==> config.mk <==
export PLATFORM = sky130hd
export DESIGN_NAME = stereo_audio_port
export DESIGN_NICKNAME = d
export VERILOG_FILES = /design/src/rtl/sap_pkg.sv /design/src/rtl/sap_line_sync.sv /design/src/rtl/sap_rx.sv /design/src/rtl/sap_tx.sv /design/src/rtl/stereo_audio_port.sv
export SDC_FILE = /design/constraint.sdc
export NUM_CORES = 1
export LEC_CHECK = 0
export BUFFER_PORTS_ARGS = -buffer_cell sky130_fd_sc_hd__clkbuf_2
export CAP_MARGIN = 40
export CORE_ASPECT_RATIO = 0.9
export CORE_MARGIN = 2
export CORE_UTILIZATION = 30
export CTS_CLUSTER_DIAMETER = 80
export DETAILED_ROUTE_END_ITERATION = 7
export SYNTH_ARGS = -nofsm -noshare
export SYNTH_HDL_FRONTEND = slang
export SYNTH_HIERARCHICAL = 1
export SYNTH_SLANG_ARGS = --single-unit
export TNS_END_PERCENT = 20
==> constraint.sdc <==
create_clock -name clk -period 2.2 [get_ports clk]
set_input_delay 0.22 -clock clk [delete_from_list [all_inputs] [get_ports clk]]
set_output_delay 0.22 -clock clk [all_outputs]
set_load 0.1 [all_outputs]
==> src/rtl/sap_pkg.sv <==
package sap_pkg;
    localparam int unsigned WORD_W      = 16;
    localparam int unsigned SYNC_STAGES = 2;

    typedef enum logic {
        CH_RIGHT = 1'b0,
        CH_LEFT  = 1'b1
    } chan_e;

    // events derived from the oversampled serial lines, all for one cycle
    typedef struct packed {
        logic rise;    // bit clock went high
        logic fall;    // bit clock went low
        logic wedge;   // word clock changed level
        logic wlevel;  // current word clock level
        logic sdata;   // current serial input level
    } line_ev_t;
endpackage

==> src/rtl/sap_line_sync.sv <==
module sap_line_sync
    import sap_pkg::*;
#(
    parameter int unsigned STAGES = SYNC_STAGES
) (
    input  logic     clk,
    input  logic     rst,
    input  logic     bck_in,
    input  logic     wck_in,
    input  logic     sd_in,
    output line_ev_t ev
);
    localparam int unsigned LINES = 3;

    logic [LINES-1:0] raw;
    logic [LINES-1:0] synced;
    logic             bck_d;
    logic             wck_d;

    assign raw = {bck_in, wck_in, sd_in};

    generate
        if (STAGES <= 1) begin : g_single
            logic [LINES-1:0] st;
            always_ff @(posedge clk) begin
                if (rst) st <= '0;
                else     st <= raw;
            end
            assign synced = st;
        end else begin : g_chain
            logic [LINES-1:0] st [STAGES];
            always_ff @(posedge clk) begin
                if (rst) begin
                    for (int i = 0; i < int'(STAGES); i++) st[i] <= '0;
                end else begin
                    st[0] <= raw;
                    for (int i = 1; i < int'(STAGES); i++) st[i] <= st[i-1];
                end
            end
            assign synced = st[STAGES-1];
        end
    endgenerate

    always_ff @(posedge clk) begin
        if (rst) begin
            bck_d <= 1'b0;
            wck_d <= 1'b0;
        end else begin
            bck_d <= synced[2];
            wck_d <= synced[1];
        end
    end

    always_comb begin
        ev.rise   =  synced[2] & ~bck_d;
        ev.fall   = ~synced[2] &  bck_d;
        ev.wedge  =  synced[1] ^  wck_d;
        ev.wlevel =  synced[1];
        ev.sdata  =  synced[0];
    end
endmodule

==> src/rtl/sap_rx.sv <==
module sap_rx
    import sap_pkg::*;
#(
    parameter int unsigned W = WORD_W
) (
    input  logic         clk,
    input  logic         rst,
    input  logic         rise,
    input  logic         wlevel,
    input  logic         sdata,
    output logic [W-1:0] left_word,
    output logic [W-1:0] right_word,
    output logic         left_vld,
    output logic         right_vld
);
    logic [W-1:0] shreg;
    chan_e        chan_last;

    // the shift register runs on every rise, so the last W bits of any
    // half-frame length are present when the word clock turns
    always_ff @(posedge clk) begin
        if (rst) begin
            shreg      <= '0;
            chan_last  <= CH_RIGHT;
            left_word  <= '0;
            right_word <= '0;
            left_vld   <= 1'b0;
            right_vld  <= 1'b0;
        end else begin
            left_vld  <= 1'b0;
            right_vld <= 1'b0;
            if (rise) begin
                shreg     <= {shreg[W-2:0], sdata};
                chan_last <= chan_e'(wlevel);
                if (chan_e'(wlevel) != chan_last) begin
                    if (chan_last == CH_LEFT) begin
                        left_word <= shreg;
                        left_vld  <= 1'b1;
                    end else begin
                        right_word <= shreg;
                        right_vld  <= 1'b1;
                    end
                end
            end
        end
    end


    left_pulse_single_chk: assert property (@(posedge clk) disable iff (rst)
        left_vld |=> !left_vld);

    right_pulse_single_chk: assert property (@(posedge clk) disable iff (rst)
        right_vld |=> !right_vld);

    no_dual_strobe_chk: assert property (@(posedge clk) disable iff (rst)
        !(left_vld && right_vld));

    strobe_after_rise_chk: assert property (@(posedge clk) disable iff (rst)
        (left_vld || right_vld) |-> $past(rise));
endmodule

==> src/rtl/sap_tx.sv <==
module sap_tx
    import sap_pkg::*;
#(
    parameter int unsigned W = WORD_W
) (
    input  logic         clk,
    input  logic         rst,
    input  logic         fall,
    input  logic         wedge,
    input  logic         wlevel,
    input  logic [W-1:0] tx_left,
    input  logic [W-1:0] tx_right,
    output logic         sdo
);
    logic [W-1:0] shreg;

    // load has priority over shift when both events share a cycle;
    // zeros fill from the bottom so bits past the W-th are 0
    always_ff @(posedge clk) begin
        if (rst) begin
            shreg <= '0;
        end else if (wedge) begin
            shreg <= (chan_e'(wlevel) == CH_LEFT) ? tx_left : tx_right;
        end else if (fall) begin
            shreg <= {shreg[W-2:0], 1'b0};
        end
    end

    assign sdo = shreg[W-1];


    load_msb_chk: assert property (@(posedge clk) disable iff (rst)
        wedge |=> (sdo == $past(wlevel ? tx_left[W-1] : tx_right[W-1])));

    sdo_quiet_chk: assert property (@(posedge clk) disable iff (rst)
        (!wedge && !fall) |=> $stable(sdo));
endmodule

==> src/rtl/stereo_audio_port.sv <==
module stereo_audio_port
    import sap_pkg::*;
#(
    parameter int unsigned W      = WORD_W,
    parameter int unsigned STAGES = SYNC_STAGES
) (
    input  logic         clk,
    input  logic         rst,
    input  logic         bck,
    input  logic         wck,
    input  logic         sdi,
    output logic         sdo,
    output logic [W-1:0] rx_left,
    output logic [W-1:0] rx_right,
    output logic         rx_left_vld,
    output logic         rx_right_vld,
    input  logic [W-1:0] tx_left,
    input  logic [W-1:0] tx_right
);
    line_ev_t ev;

    sap_line_sync #(.STAGES(STAGES)) u_sync (
        .clk    (clk),
        .rst    (rst),
        .bck_in (bck),
        .wck_in (wck),
        .sd_in  (sdi),
        .ev     (ev)
    );

    sap_rx #(.W(W)) u_rx (
        .clk        (clk),
        .rst        (rst),
        .rise       (ev.rise),
        .wlevel     (ev.wlevel),
        .sdata      (ev.sdata),
        .left_word  (rx_left),
        .right_word (rx_right),
        .left_vld   (rx_left_vld),
        .right_vld  (rx_right_vld)
    );

    sap_tx #(.W(W)) u_tx (
        .clk      (clk),
        .rst      (rst),
        .fall     (ev.fall),
        .wedge    (ev.wedge),
        .wlevel   (ev.wlevel),
        .tx_left  (tx_left),
        .tx_right (tx_right),
        .sdo      (sdo)
    );
endmodule

==> results.py, run 1 <==
metrics = {
    "drt": {
        "drcViolationCount": 0,
        "drtPass1Iterations": 4,
        "wl_per_cell_um": 12.3,
        "vias_per_cell": 4.38,
        "detail-route-antenna-nets": 0,
        "via_count": 2107,
        "wl_mm": 5.93,
        "drt_iter0_markers": 68,
    },
    "synthesis": {
        "ys_seq_area_share_pct": 48.8,
        "yosysWarnings": 6,
        "ys_ff_latch": 75,
        "syn-instance-count": 279,
        "synth_area_sq_um": 3080,
        "avgSynthCellArea_sq_um": 11.0,
        "ys_types": 21,
        "syn-num-nets": 316,
    },
    "global_route": {
        "grt_pass1_vias": 2014,
        "grt_remaining_overflow": 0,
        "grt_pass1_wl_mm": 9.89,
        "grtUsageTotal_pct": 11.3,
        "grt_max_degree": 59,
        "antenna_found_initial": 0,
    },
    "cells_and_area": {
        "final_net_count": 384,
        "final_common_cell": "mux2i_1",
        "n_antenna_cell": 0,
        "final_cell_mix": "mux2i_1 (80), dfxtp_1 (75), clkbuf_2 (71), nand2b_1 (49), nor2_1 (17)",
        "drive_gt1_share_pct": 27.8,
        "stdcell_area_sq_um": 3790,
        "area.growth.synth_to_final_pct": 23.2,
    },
    "cts": {
        "cts_made_buffers": 9,
        "cts-hold-fix-buffers": 0,
        "cts_setup_buffers": 0,
        "h-tree-depth": 3,
        "clock_path_buffers": 2,
        "clockRootBuffer": "clkbuf_16",
        "clk_latency_ns": 0.33,
        "clkTransAtPathRegs_ns": 0.06,
        "cts_tree": "done",
        "cts-resized-gates": 0,
        "clock_sinks": 75,
    },
    "min_path": {
        "hold_start": "wck",
        "hold_class": "primary input to flop",
        "whs_path_depth": 2,
        "holdPathEnd": "u_sync/g_chain.st[0][1]",
    },
    "sta": {
        "fin_skew_ns": 0.00551,
        "rsz0062_at_grt": "false",
        "slew_viol_final": 0,
        "setup-tns-final_ns": 0,
        "setup_viol": 0,
        "period_needed_ns": 1.43,
        "min_period_over_period_pct": 65.1,
        "slew_headroom_pct": 62.6,
        "fmax_mhz": 698,
        "finalHoldViolations": 0,
        "tightestPinTransition_ns": 0.561,
    },
    "setup_path": {
        "worst_ep_arrival_time_ns": 1.69,
        "worstPathCellList": "nor2b_2 -> and3b_1 -> mux2i_1",
        "cp_slowest_cell": "and3b_1",
        "worstSetupPathType": "flop to flop",
        "crit_fanout": 8,
        "crit_buf_inv": 0,
        "crit_family": "simple AND/OR/NAND/NOR gates",
        "crit_required_ns": 2.46,
        "reg2reg_from": "u_sync/g_chain.st[0][5]",
        "max_stage_delay_ns": 0.45,
        "cp-end-kind": "flop",
        "r2r-end": "u_rx/left_word[0]",
        "r2r_setup_slack_ns": 0.77,
        "start_kind": "flop",
        "rr_worst_depth": 3,
    },
    "placed_design": {
        "place_area_sq_um": 3500,
        "io_buffers": 71,
        "place_congestion": 0.704,
        "place_hpwl_mm": 4.01,
    },
    "floorplanning": {
        "initial_core_util_pct": 30.4,
        "fp.dieW_um": 111,
        "die_area_sq_um": 11100,
        "pin_count": 72,
        "core-area_sq_um": 10100,
        "rows": 35,
        "die_h_um": 100,
    },
    "job": {
        "max-cap-violations": 0,
    },
    "power_and_ir_drop": {
        "power.leakage_nw": 1.54,
        "peakVddDrop_uv": 357,
        "p_per_area_nw_per_um2": 789,
    },
    "status": {
        "status": "finished, final reports clean",
    },
}
[sequential cells by signal, summed over array words and instances (netlist names)]
name	cells
u_rx/left_word	16
u_rx/right_word	16
u_rx/shreg	16
u_tx/shreg	16
u_sync/g_chain.st	6
u_rx/chan_last	1
u_rx/left_vld	1
u_rx/right_vld	1
u_sync/bck_d	1
u_sync/wck_d	1
[area by class of cell]
| class | count | area (sq um) |
|---|---|---|
| clock buffers | 9 | 225 |
| clock inverters | 7 | 68.8 |
| fillers | 1012 | 6320 |
| inverters | 1 | 3.75 |
| multi-input cells | 181 | 1420 |
| flip-flops and latches | 75 | 1500 |
| well taps | 129 | 161 |
| repair buffers | 79 | 415 |
[metal layers]
metal,GRT usage (%),vias to the layer above,wire length [um]
li1,-,1082,-
met3,5.01,6,385
met4,3.75,0,57
met1,15.1,964,3030
met2,16.3,55,2460
met5,0,-,0
[worst max-delay path by stage]
stage / startpoint / to / slack [ns] / cells after the start
6_report: u_sync/g_chain.st[0][5] / u_rx/left_word[0] / 0.77 / 3
3_3_place_gp: u_sync/g_chain.st[0][5] / u_rx/left_word[2] / 0.77 / 3
4_1_cts: u_sync/g_chain.st[0][5] / u_rx/left_word[0] / 0.73 / 3
2_1_floorplan: u_tx/shreg[15] / u_tx/shreg[15] / 0.89 / 2
5_1_grt: u_sync/g_chain.st[0][5] / u_rx/left_word[2] / 0.60 / 3
3_5_place_dp: u_sync/g_chain.st[0][5] / u_rx/left_word[0] / 0.76 / 3
[metrics by stage]
stage	cells	utilization (%)	power (mW)	setup slack [ns]	hold slack [ns]
6_report	481	37.5	2.99	0.767	0.100
4_1_cts	481	37.5	3.05	0.727	0.0882
3_5_place_dp	465	34.6	1.59	0.756	0.424
3_3_place_gp	465	34.6	1.58	0.774	0.424
2_1_floorplan	279	-	1.54	0.891	0.292
5_1_grt	481	37.5	3.13	0.599	0.106
[Yosys cell counts]
cell | number | area [sq um]
buf_6 | 4 | 45.0
nor2b_1 | 10 | 62.6
xor2_1 | 1 | 8.76
buf_2 | 3 | 15.0
buf_8 | 1 | 15.0
buf_4 | 9 | 67.6
nand2b_1 | 49 | 307
and3b_1 | 2 | 17.5
or2_1 | 1 | 6.26
nand3b_2 | 1 | 11.3
a211oi_1 | 1 | 7.51
o22ai_1 | 15 | 93.8
mux2i_1 | 80 | 801
nor4bb_1 | 2 | 20.0
a21oi_1 | 1 | 5.00
nand3b_1 | 1 | 7.51
clkbuf_2 | 1 | 5.00
inv_1 | 1 | 3.75
clkbuf_1 | 4 | 15.0
dfxtp_1 | 75 | 1500
nor2_1 | 17 | 63.8
[power breakdown]
part / switching [mW] / internal [mW] / total (mW)
Combinational: 0.0817 / 0.0815 / 0.163
Sequential: 0.0112 / 1.38 / 1.39
Clock: 0.561 / 0.873 / 1.43
Total: 0.654 / 2.34 / 2.99
[logic make-up after synthesis]
| group | after synthesis | synth area share (%) |
|---|---|---|
| XOR/XNOR | 1 | 0.284 |
| AO/OA/AOI/OAI | 17 | 3.45 |
| multiplexers | 80 | 26.0 |
| flip-flops | 75 | 48.8 |
| buffers and inverters | 23 | 5.40 |
| AND/OR/NAND/NOR | 83 | 16.1 |
Note: power is estimated with default switching activity, not from simulation.
==> run 2: changes to the inputs <==
==> constraint.sdc (replaced) <==
create_clock -name clk -period 1.3 [get_ports clk]
set_input_delay 0.13 -clock clk [delete_from_list [all_inputs] [get_ports clk]]
set_output_delay 0.13 -clock clk [all_outputs]
set_load 0.1 [all_outputs]
==> run 2 against run 1 <==
Worst setup slack worse by 0.67 ns; total power is 83% higher; register-to-register slack worse by 0.67 ns; global-route usage is 0.13 points higher; critical endpoint is now u_rx/right_word[8]; largest power group unchanged.
==> results.py, run 2 (same netlist as run 1, synthesis figures left out) <==
metrics = {
    "status": {
        "status": "finished, final reports clean",
    },
    "setup_path": {
        "r2r_setup_slack_ns": 0.1,
        "crit_buf_inv": 1,
        "cp-end-kind": "flop",
        "max_stage_delay_ns": 0.36,
        "worstPathCellList": "nor2b_4 -> and3b_1 -> buf_12 -> mux2i_1",
        "reg2reg_from": "u_sync/g_chain.st[0][5]",
        "worst_ep_arrival_time_ns": 1.46,
        "crit_family": "simple AND/OR/NAND/NOR gates",
        "worstSetupPathType": "flop to flop",
        "crit_required_ns": 1.56,
        "start_kind": "flop",
        "r2r-end": "u_rx/right_word[8]",
        "cp_slowest_cell": "dfxtp_1",
        "crit_fanout": 10,
        "rr_worst_depth": 4,
    },
    "floorplanning": {
        "die_h_um": 100,
        "rows": 35,
        "initial_core_util_pct": 30.4,
        "fp.dieW_um": 111,
        "die_area_sq_um": 11100,
        "pin_count": 72,
        "core-area_sq_um": 10100,
    },
    "drt": {
        "detail-route-antenna-nets": 0,
        "drcViolationCount": 0,
        "wl_mm": 6.05,
        "wl_per_cell_um": 12.3,
        "drtPass1Iterations": 4,
        "vias_per_cell": 4.37,
        "via_count": 2143,
        "drt_iter0_markers": 42,
    },
    "global_route": {
        "grtUsageTotal_pct": 11.4,
        "grt_pass1_wl_mm": 10.1,
        "antenna_found_initial": 0,
        "grt_max_degree": 69,
        "grt_pass1_vias": 2128,
        "grt_remaining_overflow": 0,
    },
    "placed_design": {
        "pre_cts_slack_ns": -0.0164,
        "place_hpwl_mm": 4.09,
        "io_buffers": 71,
        "place_congestion": 0.719,
        "dpl.cell_count": 472,
    },
    "cells_and_area": {
        "area.growth.synth_to_final_pct": 32.2,
        "seq_area_sq_um": 1500,
        "final_common_cell": "mux2i_1",
        "final_net_count": 393,
        "n_antenna_cell": 0,
        "fin_cells": 490,
        "final.fill_count": 983,
        "drive_gt1_share_pct": 29.6,
        "multi_input_area_sq_um": 1440,
        "final_cell_mix": "mux2i_1 (80), dfxtp_1 (74), nand2b_1 (49), buf_4 (46), clkbuf_2 (36)",
    },
    "power_and_ir_drop": {
        "p_per_area_nw_per_um2": 1350,
        "power.leakage_nw": 1.66,
        "peakVddDrop_uv": 687,
    },
    "cts": {
        "cts_tree": "done",
        "clkTransAtPathRegs_ns": 0.06,
        "clock_sinks": 75,
        "clk_latency_ns": 0.33,
        "clockRootBuffer": "clkbuf_16",
        "clock_path_buffers": 2,
        "h-tree-depth": 3,
        "cts_made_buffers": 9,
    },
    "sta": {
        "finalHoldViolations": 0,
        "setup_viol": 0,
        "fin_skew_ns": 0.00724,
        "tightestPinTransition_ns": 0.326,
        "fin_ws_ns": 0.0971,
        "rsz0062_at_grt": "false",
        "slew_headroom_pct": 78.0,
        "period_needed_ns": 1.20,
        "fmax_mhz": 831,
        "setup-tns-final_ns": 0,
        "slew_viol_final": 0,
        "min_period_over_period_pct": 92.5,
    },
    "min_path": {
        "hold_class": "primary input to flop",
        "whs_path_depth": 2,
        "holdPathEnd": "u_sync/g_chain.st[0][1]",
        "hold_start": "wck",
    },
    "job": {
        "max-cap-violations": 0,
    },
}
run 2: cell types whose count changed in the layout (fill, tap and decap cells not counted), sizes merged:
cell    before  now
buf          8   51
clkbuf      80   46
clkinv       4    1
bufinv       1    3
nor2b       10   11
run 2: worst max path at each step:
stage / start / to / slack, ns / cells past startpoint
2_1_floorplan: u_rx/right_word[0] / u_rx/right_word[0] / 0.07 / 2
6_report: u_sync/g_chain.st[0][5] / u_rx/right_word[8] / 0.1 / 4
4_1_cts: u_sync/g_chain.st[0][5] / u_rx/right_word[8] / 0.06 / 4
3_5_place_dp: u_sync/g_chain.st[0][5] / u_rx/right_word[8] / -0.02 / 4
3_3_place_gp: u_sync/g_chain.st[0][5] / u_rx/right_word[14] / 0.03 / 4
5_1_grt: u_sync/g_chain.st[0][5] / u_rx/right_word[5] / 0.01 / 4
run 2: routing by layer:
| metal | vias up | wire length, um | global-route usage (%) |
|---|---|---|---|
| li1 | 1107 | - | - |
| met1 | 982 | 2920 | 14.4 |
| met2 | 45 | 2710 | 17.7 |
| met3 | 9 | 345 | 4.59 |
| met4 | 0 | 77 | 4.33 |
| met5 | - | 0 | 0 |
run 2: what timing repair did:
| item | CTS | global route |
|---|---|---|
| endpoints found under the hold margin | 0 | 0 |
| resized for setup | 1 | 1 |
| pin swaps | 0 | 0 |
| hold buffers | 0 | 0 |
| setup endpoints to repair | 15 | 15 |
| buffers inserted | 0 | 1 |
| cloned | 0 | 1 |
run 2: through the flow:
| step | area [sq um] | util [%] | hold WS, ns | total power, mW |
|---|---|---|---|---|
| global placement | 3700 | 36.6 | 0.351 | 2.71 |
| floorplan | 3080 | - | 0.202 | 2.61 |
| global route | 4070 | 40.2 | 0.0144 | 5.71 |
| finish | 4070 | 40.2 | 0.0142 | 5.48 |
| detailed placement | 3700 | 36.6 | 0.350 | 2.72 |
| CTS | 4050 | 40.0 | 0.00199 | 5.57 |
run 2: report_power, final:
group / switching (mW) / internal (mW)
registers: 0.0204 / 2.34
logic: 0.141 / 0.167
clock network: 0.938 / 1.88
total: 1.10 / 4.38
run 2: cell type report:
type | instances | area share [%]
clock inverters | 6 | 2.80
multi-input cells | 182 | 35.2
inverters | 1 | 0.0922
repair buffers | 87 | 15.4
well taps | 129 | 3.96
clock buffers | 10 | 5.62
flip-flops and latches | 75 | 36.9
run 2: worst reg2reg max path: cells and delay by family (launching register included):
family | cells | cell delay [ns]
and+or+nand+nor | 2 | 0.42
buffers and inverters | 1 | 0.16
muxes | 1 | 0.19
DFF | 1 | 0.36
